===== src/rtl/bulk_seg_pkg.sv =====
package bulk_seg_pkg;
    localparam logic [1:0] SPD_LOW  = 2'b00;
    localparam logic [1:0] SPD_FULL = 2'b01;
    localparam logic [1:0] SPD_HIGH = 2'b10;

    localparam logic [1:0] RES_ACK   = 2'b00;
    localparam logic [1:0] RES_ERR   = 2'b01;
    localparam logic [1:0] RES_TMO   = 2'b10;
    localparam logic [1:0] RES_STALL = 2'b11;

    localparam logic [3:0] PID_DATA0 = 4'b0011;
    localparam logic [3:0] PID_DATA1 = 4'b1011;

    localparam int FS_SIZES = 4;
    localparam int FS_MIN   = 8;
    localparam int HS_SIZE  = 512;
endpackage


===== src/rtl/bulk_seg_size_check.sv =====
module bulk_seg_size_check
    import bulk_seg_pkg::*;
#(
    parameter int MPS_W = 11
) (
    input  logic [1:0]       speed,
    input  logic [MPS_W-1:0] mps,
    output logic             legal
);
    logic [FS_SIZES-1:0] fs_hit;

    for (genvar i = 0; i < FS_SIZES; i++) begin : g_fs
        assign fs_hit[i] = (mps == MPS_W'(FS_MIN << i));
    end

    always_comb begin
        case (speed)
            SPD_FULL: legal = |fs_hit;
            SPD_HIGH: legal = (mps == MPS_W'(HS_SIZE));
            default:  legal = 1'b0;
        endcase
    end
endmodule


===== src/rtl/bulk_seg_pkt_len.sv =====
module bulk_seg_pkt_len #(
    parameter int LEN_W = 16,
    parameter int MPS_W = 11
) (
    input  logic [LEN_W-1:0] remain,
    input  logic [MPS_W-1:0] mps,
    output logic [MPS_W-1:0] len
);
    localparam int PAD_W = LEN_W - MPS_W;

    logic [LEN_W-1:0] mps_ext;

    assign mps_ext = {{PAD_W{1'b0}}, mps};
    assign len     = (remain < mps_ext) ? remain[MPS_W-1:0] : mps;
endmodule


===== src/rtl/bulk_tx_segmenter.sv =====
module bulk_tx_segmenter
    import bulk_seg_pkg::*;
#(
    parameter int LEN_W = 16,
    parameter int MPS_W = 11
) (
    input  logic             clk,
    input  logic             rst_n,
    input  logic [1:0]       speed,
    input  logic [MPS_W-1:0] max_pkt,
    input  logic             zlp_en,
    input  logic             cfg_stb,
    input  logic             clr_halt_stb,
    input  logic             req_valid,
    input  logic             req_rx,
    input  logic [LEN_W-1:0] req_len,
    input  logic             res_valid,
    input  logic [1:0]       res_code,
    input  logic [MPS_W-1:0] res_len,
    output logic             cfg_err,
    output logic             halted,
    output logic             pkt_valid,
    output logic [MPS_W-1:0] pkt_len,
    output logic [3:0]       pkt_pid,
    output logic             done_pulse,
    output logic             abort_pulse,
    output logic             req_rej
);
    typedef struct packed {
        logic             active;
        logic             rx;
        logic             zlp;
        logic             tog;
        logic             halted;
        logic             done;
        logic             abort;
        logic             rej;
        logic [LEN_W-1:0] remain;
        logic [MPS_W-1:0] mps;
    } seg_state_t;

    seg_state_t s_d, s_q;

    logic             size_ok;
    logic [MPS_W-1:0] cur_len;
    logic [MPS_W-1:0] xfer_len;
    logic [LEN_W-1:0] rem_after;

    bulk_seg_size_check #(.MPS_W(MPS_W)) u_size (
        .speed (speed),
        .mps   (max_pkt),
        .legal (size_ok)
    );

    bulk_seg_pkt_len #(.LEN_W(LEN_W), .MPS_W(MPS_W)) u_len (
        .remain (s_q.remain),
        .mps    (s_q.mps),
        .len    (cur_len)
    );

    assign xfer_len  = s_q.rx ? res_len : cur_len;
    assign rem_after = s_q.remain - LEN_W'(xfer_len);

    always_comb begin
        s_d       = s_q;
        s_d.done  = 1'b0;
        s_d.abort = 1'b0;
        s_d.rej   = 1'b0;

        // Per-packet result
        if (s_q.active && res_valid) begin
            case (res_code)
                RES_ACK: begin
                    if (s_q.rx && (res_len > cur_len)) begin
                        s_d.active = 1'b0;
                        s_d.abort  = 1'b1;
                    end else begin
                        s_d.tog    = ~s_q.tog;
                        s_d.remain = rem_after;
                        if (xfer_len < s_q.mps) begin
                            s_d.active = 1'b0;
                            s_d.done   = 1'b1;
                        end else if ((rem_after == '0) && !(s_q.zlp && !s_q.rx)) begin
                            s_d.active = 1'b0;
                            s_d.done   = 1'b1;
                        end
                    end
                end
                RES_STALL: begin
                    s_d.active = 1'b0;
                    s_d.abort  = 1'b1;
                    s_d.halted = 1'b1;
                end
                default: ;
            endcase
        end

        // New transfer request
        if (req_valid) begin
            if (!s_q.active && !s_q.halted && size_ok && (speed != SPD_LOW)) begin
                s_d.active = 1'b1;
                s_d.rx     = req_rx;
                s_d.zlp    = zlp_en;
                s_d.remain = req_len;
                s_d.mps    = max_pkt;
            end else begin
                s_d.rej = 1'b1;
            end
        end

        // Configuration or clear-halt restart the toggle
        if (cfg_stb || clr_halt_stb) begin
            s_d.tog    = 1'b0;
            s_d.halted = 1'b0;
        end
    end

    always_ff @(posedge clk or negedge rst_n) begin
        if (!rst_n) begin
            s_q <= '0;
        end else begin
            s_q <= s_d;
        end
    end

    assign cfg_err     = ~size_ok;
    assign halted      = s_q.halted;
    assign pkt_valid   = s_q.active;
    assign pkt_len     = s_q.active ? cur_len : '0;
    assign pkt_pid     = s_q.tog ? PID_DATA1 : PID_DATA0;
    assign done_pulse  = s_q.done;
    assign abort_pulse = s_q.abort;
    assign req_rej     = s_q.rej;
endmodule


===== config.mk =====
export PLATFORM = sky130hd
export DESIGN_NAME = bulk_tx_segmenter
export DESIGN_NICKNAME = d
export VERILOG_FILES = /design/src/rtl/bulk_seg_pkg.sv /design/src/rtl/bulk_seg_size_check.sv /design/src/rtl/bulk_seg_pkt_len.sv /design/src/rtl/bulk_tx_segmenter.sv
export SDC_FILE = /design/constraint.sdc
export NUM_CORES = 1
export LEC_CHECK = 0
export CORE_UTILIZATION = 58
export DETAILED_ROUTE_END_ITERATION = 16
export PLACE_DENSITY = 0.92
export SKIP_LAST_GASP = 1
export SYNTH_ARGS = -nofsm -noshare
export SYNTH_HDL_FRONTEND = slang
export SYNTH_SLANG_ARGS = --single-unit

===== constraint.sdc =====
create_clock -name clk -period 7.7 [get_ports clk]
set_clock_uncertainty 0.2 [all_clocks]
set_input_delay 1.54 -clock clk [delete_from_list [all_inputs] [get_ports clk]]
set_output_delay 1.54 -clock clk [all_outputs]
set_load 0.05 [all_outputs]

==> out/metrics.yaml <==
fp.dieW_um: 83.7
cap_viol_max_count: 0
ctsResizeCount: 0
yosysMostFrequentCell: "ha_1"
initial_core_util_pct: 60.6
yosysWarnings: 0
wl_per_cell_um: 18.5
setup_viol: 0
viasPerCell: 6.39
core.rowCount: 29
power.leakage_nw: 2.05
rsz0062_at_grt: "no"
ys.flop_type: "dfrtp_1"
clk-insertion-delay-late_ns: 0.29
status: "finished clean"
wl_um: 10600
cts_setup_buffers: 0
synth.cell_area_um2: 3870
yosysTopAreaCell: "dfrtp_1"
synthToLayoutAreaGrowth_pct: 19.6
overflow: 0
max_slew_margin_pct: 18.1
hold_viol: 0
synthCells: 437
antenna_cells: 0
antenna_found_initial: 0
io_pins: 71
hpwl_um: 8160
p_per_area_nw_per_um2: 185
place_area_um2: 4530
drc: 0
ctsRootBufferMaster: "clkbuf_8"
max_freq_mhz: 174
synth_common_cells: "ha_1, nor2_1, inv_1"
firstDrtPassIters: 5
grt.total_usage_pct: 30.6
crit_required_ns: 5.96
finalCritPeriodShare_pct: 74.6
synth_edf_count: 0
final_area_um2: 4630
dp_slack_ns: 2.00
clkTransAtPathRegs_ns: 0.07
core_area_um2: 6390
yosysUniqueCellTypes: 76
avgSynthCellArea_um2: 8.86
io_buffers: 67
critPathLaunchType: "input port"
cp-end-kind: "primary output"
critPathArrivalTime_ns: 4.00
grt_pass1_wl_um: 17100
tightest_slew_ns: 1.23
cts_tree: "done"
place_congestion: 0.956
clock_sinks: 35
r2r_slack_ns: 2.36
synth-seq-cells: 35
die_h_um: 83.7
ir_drop_v: 0.000149
drtIter0Drc: 270
dieArea_um2: 7010
numCtsBuffers: 5
drtAntennaViolNets: 0
grt_pass1_vias: 3580
drv_slew: 0
seq_area_frac_synth_pct: 22.6
ctsHoldBuffers: 0
crit_type: "input port to primary output"
clockBufferDepth: 2
ys_async_sr_fraction_pct: 100
netlist_top_cells_area: "dfrtp_1, ha_1, mux2i_1"
drive_above_1_share_pct: 8.91
hp-class: "register to register"
min_period_ns: 5.74
num_vias: 3651
fin_ws_ns: 1.96
grt_max_degree: 36
cp_max_fo: 3
fin_nets: 591
htreeDepth: 2
fin_tns_setup_ns: 0
synth_top_area_share_pct: 22.6
-- path summary, 6_finish.rpt --
check	start	end	cells after the start
setup reg to reg	s_q[12]	pkt_valid	17
min in group asynchronous	rst_n	s_q[18]	2
setup / recovery	speed[1]	cfg_err	8
max in group asynchronous	rst_n	s_q[10]	2
hold reg to reg	s_q[32]	s_q[32]	2
hold / removal	s_q[32]	s_q[32]	2
-- layout by cell type, fill, tap and decap left out, types with 6 or more instances in the layout --
master and count:
clkbuf_8 7, o21ai_0 12, nor2b_1 6, dfrtp_1 35, nor4_1 7, inv_1 38
nand4_1 6, nand2_1 27, a21oi_1 27, mux2_4 8, nor2_1 39, clkdlybuf4s50_1 67
nand3_1 7, mux2i_1 21, o21a_1 9, o21ai_1 13, mux2i_4 7, ha_1 47
nor3_1 13
-- worst max-delay path, stage by stage --
cell	delay (ns)
clkdlybuf4s50_1	0.48
inv_1	0.07
ha_1	0.20
and3b_1	0.17
a311oi_1	0.37
o311ai_1	0.15
nand4_1	0.17
clkdlybuf4s50_1	0.85
-- through the flow --
step	power, W	hold slack, ns	util [%]	cells
6_report	0.000858	0.326	72.5	571
5_1_grt	0.000906	0.357	72.5	571
4_1_cts	0.000845	0.320	72.5	571
3_5_place_dp	0.000694	0.299	70.9	563
3_3_place_gp	0.000670	0.291	70.9	563
2_1_floorplan	0.000586	0.234	-	438
-- layer usage --
| metal | global-route usage (%) | vias to the layer above | part of all wire, % |
|---|---|---|---|
| li1 | - | 1696 | - |
| met1 | 39.7 | 1705 | 42 |
| met2 | 50.7 | 215 | 46 |
| met3 | 4.35 | 35 | 7.7 |
| met4 | 13.3 | 0 | 3.6 |
| met5 | 0 | - | 0 |
-- sequential cells by signal (all words and copies together), names as in the netlist --
name	flops
abort_pulse	1
done_pulse	1
halted	1
pkt_valid	1
req_rej	1
s_q	30
-- report_power, final --
group | switching [W] | internal, W
combinational | 0.000266 | 0.000215
sequential | 0.0000280 | 0.000199
clock | 0.0000693 | 0.0000814
total | 0.000363 | 0.000495
-- cell type report --
cell class | count | area, µm²
Clock buffer | 7 | 96.3
Clock inverter | 1 | 7.51
Fill cell | 468 | 1760
Inverter | 40 | 150
Multi-Input combinational cell | 343 | 2730
Sequential cell | 35 | 876
Tap cell | 77 | 96.3
Timing Repair Buffer | 68 | 678
-- logic make-up after synthesis --
family          count (synthesis)  synth area share, %
flops                          35                 22.6
compound gates                108                 20.0
other cells                     2                0.194
buf+inv                        60                 7.24
fa+ha+maj                      48                 15.7
mux                            40                 13.8
simple gates                  135                 18.4
xor+xnor                        9                 2.04
(Power assumes the default switching activity.)
